$ cat src/rtl/wseq_pkg.sv
package wseq_pkg;
    localparam int SAMPLE_W = 8;

    typedef enum logic [1:0] {
        SHP_SINE   = 2'd0,
        SHP_SQUARE = 2'd1,
        SHP_SAW    = 2'd2,
        SHP_TRI    = 2'd3
    } shape_e;

    function automatic shape_e next_shape(input shape_e s);
        return shape_e'(s + 2'd1);
    endfunction
endpackage

$ cat src/rtl/wseq_sine_quarter.sv
module wseq_sine_quarter #(
    parameter int PHASE_BITS = 8
) (
    input  logic [PHASE_BITS-2:0] idx_i,
    output logic [6:0]            amp_o
);
    localparam int HALF = 1 << (PHASE_BITS - 1);
    localparam int QTR  = 1 << (PHASE_BITS - 2);

    function automatic longint amp_of(input longint k);
        longint prod;
        prod = k * (HALF - k);
        return (2032 * prod) / (5 * HALF * HALF - 4 * prod);
    endfunction

    logic [6:0] tab [QTR+1];

    for (genvar k = 0; k <= QTR; k++) begin : g_tab
        assign tab[k] = 7'(amp_of(k));
    end

    always_comb begin
        amp_o = 7'd0;
        if (int'(idx_i) <= QTR) amp_o = tab[idx_i];
    end
endmodule

$ cat src/rtl/wseq_timebase.sv
module wseq_timebase
    import wseq_pkg::*;
#(
    parameter int PHASE_BITS        = 8,
    parameter int PERIODS_PER_SHAPE = 1000
) (
    input  logic                  clk,
    input  logic                  rst,
    input  logic                  step_i,
    output logic [PHASE_BITS-1:0] phase_o,
    output shape_e                shape_o,
    output logic                  change_o
);
    localparam int PER_W = $clog2(PERIODS_PER_SHAPE);
    localparam logic [PHASE_BITS-1:0] PH_LAST  = '1;
    localparam logic [PER_W-1:0]      PER_LAST = PER_W'(PERIODS_PER_SHAPE - 1);

    typedef struct packed {
        logic [PHASE_BITS-1:0] phase;
        logic [PER_W-1:0]      period;
        shape_e                shape;
        logic                  change;
    } tb_state_t;

    tb_state_t st_d, st_q;

    always_comb begin
        st_d        = st_q;
        st_d.change = 1'b0;
        if (step_i) begin
            if (st_q.phase == PH_LAST) begin
                st_d.phase = '0;
                if (st_q.period == PER_LAST) begin
                    st_d.period = '0;
                    st_d.shape  = next_shape(st_q.shape);
                    st_d.change = 1'b1;
                end else begin
                    st_d.period = st_q.period + 1'b1;
                end
            end else begin
                st_d.phase = st_q.phase + 1'b1;
            end
        end
    end

    always_ff @(posedge clk) begin
        if (rst) st_q <= '{phase: '0, period: '0, shape: SHP_SINE, change: 1'b0};
        else     st_q <= st_d;
    end

    assign phase_o  = st_q.phase;
    assign shape_o  = st_q.shape;
    assign change_o = st_q.change;

    a_r3_frozen_when_idle: assert property (@(posedge clk) disable iff (rst)
        !step_i |=> ($stable(st_q.phase) && $stable(st_q.period) && $stable(st_q.shape)));
    a_r8_shape_steps_by_one: assert property (@(posedge clk) disable iff (rst)
        (st_q.shape != $past(st_q.shape)) |-> (st_q.shape == next_shape($past(st_q.shape))));
    a_r8_shape_only_at_wrap: assert property (@(posedge clk) disable iff (rst)
        (st_q.shape != $past(st_q.shape)) |-> (st_q.phase == '0 && st_q.period == '0));
    a_r2_phase_advances: assert property (@(posedge clk) disable iff (rst)
        step_i |=> (st_q.phase == $past(st_q.phase) + 1'b1));
endmodule

$ cat src/rtl/wseq_shaper.sv
module wseq_shaper
    import wseq_pkg::*;
#(
    parameter int PHASE_BITS = 8
) (
    input  logic [PHASE_BITS-1:0] phase_i,
    input  shape_e                shape_i,
    output logic [SAMPLE_W-1:0]   sample_o
);
    localparam int N    = 1 << PHASE_BITS;
    localparam int QTR  = 1 << (PHASE_BITS - 2);
    localparam int PW_W = PHASE_BITS + SAMPLE_W;

    logic                  upper;
    logic [PHASE_BITS-2:0] m, sine_idx;
    logic [PHASE_BITS-1:0] mirror, tri_t;
    logic [6:0]            amp;
    logic [PW_W-1:0]       saw_prod, tri_prod;
    logic [SAMPLE_W-1:0]   sine_v, square_v, saw_v, tri_v;

    assign upper  = phase_i[PHASE_BITS-1];
    assign m      = phase_i[PHASE_BITS-2:0];
    assign mirror = (PHASE_BITS'(1) << (PHASE_BITS - 1)) - {1'b0, m};

    always_comb begin
        if (int'(m) <= QTR) sine_idx = m;
        else                sine_idx = mirror[PHASE_BITS-2:0];
    end

    wseq_sine_quarter #(.PHASE_BITS(PHASE_BITS)) u_rom (
        .idx_i (sine_idx),
        .amp_o (amp)
    );

    assign sine_v   = upper ? (8'h80 - {1'b0, amp}) : (8'h80 + {1'b0, amp});
    assign square_v = upper ? 8'h00 : 8'hFF;

    assign saw_prod = PW_W'(phase_i) * PW_W'(255);
    assign saw_v    = SAMPLE_W'(saw_prod / PW_W'(N - 1));

    assign tri_t    = upper ? (~phase_i + 1'b1) : phase_i;
    assign tri_prod = PW_W'(tri_t) * PW_W'(255);
    assign tri_v    = SAMPLE_W'(tri_prod >> (PHASE_BITS - 1));

    always_comb begin
        unique case (shape_i)
            SHP_SINE:   sample_o = sine_v;
            SHP_SQUARE: sample_o = square_v;
            SHP_SAW:    sample_o = saw_v;
            default:    sample_o = tri_v;
        endcase
    end
endmodule

$ cat src/rtl/wave_sequencer.sv
module wave_sequencer
    import wseq_pkg::*;
#(
    parameter int PHASE_BITS        = 8,
    parameter int PERIODS_PER_SHAPE = 1000
) (
    input  logic       clk,
    input  logic       rst,
    input  logic       en,
    input  logic       tick,
    output logic [7:0] sample_o,
    output logic       sample_valid_o,
    output logic [1:0] shape_o,
    output logic       shape_change_o
);
    typedef struct packed {
        logic [SAMPLE_W-1:0] sample;
        logic                valid;
    } out_state_t;

    out_state_t            out_d, out_q;
    logic                  step;
    logic [PHASE_BITS-1:0] phase;
    shape_e                shape;
    logic                  change;
    logic [SAMPLE_W-1:0]   shaped;

    assign step = tick && en;

    wseq_timebase #(
        .PHASE_BITS        (PHASE_BITS),
        .PERIODS_PER_SHAPE (PERIODS_PER_SHAPE)
    ) u_time (
        .clk      (clk),
        .rst      (rst),
        .step_i   (step),
        .phase_o  (phase),
        .shape_o  (shape),
        .change_o (change)
    );

    wseq_shaper #(.PHASE_BITS(PHASE_BITS)) u_shape (
        .phase_i  (phase),
        .shape_i  (shape),
        .sample_o (shaped)
    );

    always_comb begin
        out_d       = out_q;
        out_d.valid = step;
        if (step) out_d.sample = shaped;
    end

    always_ff @(posedge clk) begin
        if (rst) out_q <= '0;
        else     out_q <= out_d;
    end

    assign sample_o       = out_q.sample;
    assign sample_valid_o = out_q.valid;
    assign shape_o        = shape;
    assign shape_change_o = change;

    a_r1_reset_quiet: assert property (@(posedge clk)
        rst |=> (!sample_valid_o && !shape_change_o && shape_o == 2'd0));
    a_r2_valid_after_step: assert property (@(posedge clk) disable iff (rst)
        step |=> sample_valid_o);
    a_r3_no_valid_when_idle: assert property (@(posedge clk) disable iff (rst)
        !step |=> !sample_valid_o);
    a_r9_change_with_valid: assert property (@(posedge clk) disable iff (rst)
        shape_change_o |-> sample_valid_o);
    a_r9_change_single: assert property (@(posedge clk) disable iff (rst)
        shape_change_o |=> !shape_change_o);
endmodule

$ cat config.mk
export PLATFORM = sky130hd
export DESIGN_NAME = wave_sequencer
export DESIGN_NICKNAME = d
export VERILOG_FILES = /design/src/rtl/wseq_pkg.sv /design/src/rtl/wseq_sine_quarter.sv /design/src/rtl/wseq_timebase.sv /design/src/rtl/wseq_shaper.sv /design/src/rtl/wave_sequencer.sv
export SDC_FILE = /design/constraint.sdc
export NUM_CORES = 1
export LEC_CHECK = 0
export BUFFER_PORTS_ARGS = -buffer_cell sky130_fd_sc_hd__buf_2
export CAP_MARGIN = 25
export CORE_ASPECT_RATIO = 0.75
export CORE_MARGIN = 5
export CORE_UTILIZATION = 58
export CTS_BUF_LIST = sky130_fd_sc_hd__clkbuf_8 sky130_fd_sc_hd__clkbuf_16
export CTS_CLUSTER_SIZE = 10
export DETAILED_ROUTE_END_ITERATION = 10
export PLACE_DENSITY = 0.9
export SYNTH_ARGS = -nofsm -noshare
export SYNTH_HDL_FRONTEND = slang
export SYNTH_SLANG_ARGS = --single-unit
export TNS_END_PERCENT = 1
$ cat constraint.sdc
create_clock -name clk -period 5.25 [get_ports clk]
set_clock_uncertainty 0.1 [all_clocks]
set_input_delay 1.05 -clock clk [delete_from_list [all_inputs] [get_ports clk]]
set_output_delay 1.05 -clock clk [all_outputs]
set_load 0.01 [all_outputs]
==> impl_results.md <==
* GR Util All Layers at between 20% and 30%
* Worst-path clk slew at 60 ps
* PortBufs at 15
* Diode count at 0
* Max-slew violations at 0
* Per-cell routed wire length at 17.8 um
* Post-Layout Cell Count at 636
* Crit path kind: reg -> reg
* Die height at ~84 um
* Initial antenna violation count at 0
* Root buffer cell: clkbuf_8
* Post-synthesis compound-gate area fraction at 20.3%
* Metal2 WL at 5.32 mm
* Avg Inst Size Synth at 8.08 um^2
* Adder-Cell Fraction of Synth Area at about a quarter
* Latest clock arrival within the worst-skew pair at 290 ps
* Fmax at 0.195 GHz
* Synth warn at 0
* Met3 wire length at 1.07 mm
* Initial Util at between 60% and 70%
* Pre-antenna DRT Iters at 5
* Leak pwr at 2.22 nW
* Routed vias/inst at 6.31
* Max Cap Viol at 0
* Post-synthesis register bit count at 30
* Io pins at 16
* Most common cell after layout, fill and taps aside: inv_1
* Placed insts at about 630
* Hold Crit Class: reg -> reg
* First-pass GRT wire length at 17.3 mm
* Most frequent cells in the layout: inv_1 (52), ha_1 (47), nor2_1 (40)
* Core area at 0.00693 mm^2
* Fin crit share at 97.9%
* Setup TNS at 0 ps
* Synth Area in XOR/XNOR at 11.5%
* CP arrival at 5200 ps
* H-tree Lvls at 2
* DRT met1 WL at approximately 4.7 mm
* Synth Area in Simple Gates at 19.0%
* Placed inst area at 0.00444 mm^2
* Synth Net Count at 590
* EDFF count, synth at 0
* CTS Sinks at 30
* Period minus WS final at 5140 ps
* Multiplexer area fraction after synthesis at roughly 2.1%
* Synth Instances at 518
* Clock buffer depth at 2
* Share of layout cells above drive strength 1 at between 10% and 20%
* DRT antenna net count at 0
* Width of the die at 108 um
* Setup violators final at 0
* Max-slew headroom at 28.7%
* Mapped cell area at approximately 0.0042 mm^2
* CTS buffer count at 5
* Cell variety after synth at 73
* Final hold vios at 0
* Final hold slack at 363 ps
* Crit Path Max Fanout at 5
* PD cells at approximately 120 mW/mm^2
* Worst Tran Pin Value at roughly 1100 ps
* Dpl hpwl at around 8.3 mm
* Worst setup EP type: flip-flop
* Remaining DRCs at 0
* Nets at 609
* Seq/Total Area, Yosys at 14.3%
* Design Area, Final at 0.00466 mm^2
* Crit path launch type: flip-flop
* Starting DRT DRC Count at 611
* Main combinational cell family by area after synthesis: adder cells
* Maximum vdd drop at about 0.000084 V
* GRT overflow at 0
* Die area at approximately 0.009 mm^2
* Async set-reset flop share out of synthesis at 0%
* TritonCTS clock tree: yes
* Via Count at 4013
* Pin count of the biggest net entering global routing at 22
* FP Rows at 26
* Post-Route WL at 11.3 mm
* Ys flop type: dfxtp_1
* WP data required at 5300 ps
* Outcome: completed
* Synthesis-to-layout area growth at 11.3%
* Number of global-route vias before repair at 3643
* Gpl congestion at approximately 0.94
* DR top layer: met4
[cell families (layout without fill, tap and decap cells)]
logic type      count (synthesis)  count (layout)
xor+xnor                       55              55
flops                          30              30
fa+ha+maj                      69              69
buf+inv                        85             105
simple gates                  155             155
compound gates                116             116
mux                             8               8
[worst max-delay path, stage by stage (launching register included)]
cell	delay [ps]
dfxtp_2	350
or2_2	360
o21ai_1	180
xor2_1	220
inv_1	150
ha_1	220
nand2b_1	210
ha_1	330
xnor2_1	150
fa_1	500
inv_1	70
fa_1	480
ha_1	350
a21oi_2	250
a21oi_2	100
o21ai_2	170
nand2b_1	130
a21oi_2	160
xor2_1	160
a21oi_1	90
a21oi_1	190
nor3_1	80
[timing repair]
action	in CTS	in global routing
endpoints found under the setup margin	5	5
endpoints found under the hold margin	0	0
gates cloned	0	0
hold buffers	0	0
resized for setup	4	23
buffers inserted	0	2
pin swaps	0	9
[routing by layer]
| layer | vias up | track usage (%) |
|---|---|---|
| met4 | 0 | 5.05 |
| met2 | 242 | 37.5 |
| met3 | 34 | 3.79 |
| met1 | 1908 | 32.7 |
| met5 | - | 0 |
| li1 | 1829 | - |
[state kept, by name, indices dropped and copies added, names as in the netlist]
name / cells
u_time.st_q: 10
sample_o: 8
u_time.phase_o: 8
u_time.shape_o: 2
sample_valid_o: 1
u_time.change_o: 1
[per-stage QoR]
stage                     power [mW]  worst slack (ps)  util (%)
final                          0.565               109      67.3
after detailed placement       0.364             -87.6      64.1
after CTS                      0.555            -0.550      65.7
after global routing           0.588             -98.8      67.3
after floorplan                0.325              14.3         -
after global placement         0.356               113      64.1
[power by group]
part | internal, mW | switching [mW] | leakage, nW | total [mW]
sequential | 0.232 | 0.00287 | 0.244 | 0.234
combinational | 0.0537 | 0.0795 | 1.93 | 0.133
clock | 0.105 | 0.0921 | 0.0472 | 0.197
total | 0.390 | 0.174 | 2.22 | 0.565
[synth_stat cells, types with 4 or more instances]
cell | number | share of area [%]
a211oi_1 | 7 | 1.3
a21o_1 | 9 | 1.6
a21oi_1 | 29 | 3.5
a221oi_1 | 4 | 0.84
and2_1 | 4 | 0.60
and3_1 | 4 | 0.60
buf_2 | 10 | 1.2
buf_4 | 4 | 0.72
clkbuf_1 | 11 | 0.99
dfxtp_1 | 30 | 14
fa_1 | 19 | 9.1
ha_1 | 49 | 15
inv_1 | 55 | 4.9
mux2i_1 | 6 | 1.4
nand2_1 | 39 | 3.5
nand2b_1 | 9 | 1.3
nand3_1 | 11 | 1.3
nand4_1 | 6 | 0.90
nor2_1 | 41 | 3.7
nor3_1 | 16 | 1.9
o211ai_1 | 6 | 1.1
o21ai_0 | 14 | 1.7
o21ai_1 | 4 | 0.48
o31ai_1 | 6 | 1.1
or2_2 | 4 | 0.60
or3_1 | 4 | 0.60
xnor2_1 | 37 | 7.7
xor2_1 | 18 | 3.8
[final cells by class]
class / instances / area [um^2]
Multi-Input combinational cell: 403 / 3350
Timing Repair Buffer: 42 / 282
Clock buffer: 6 / 82.6
Clock inverter: 2 / 12.5
Sequential cell: 30 / 603
Inverter: 55 / 209
Tap cell: 98 / 123
Fill cell: 509 / 2270
[path summary, 6_finish.rpt]
| kind | from | to | slack (ps) | depth (start not counted) |
|---|---|---|---|---|
| max | u_time.phase_o[0] | sample_o[4] | 110 | 21 |
| min | sample_o[1] | sample_o[1] | 360 | 2 |
| max reg2reg | u_time.phase_o[0] | sample_o[4] | 110 | 21 |
| min reg2reg | sample_o[1] | sample_o[1] | 360 | 2 |
Power figures use the tool's default switching activity.
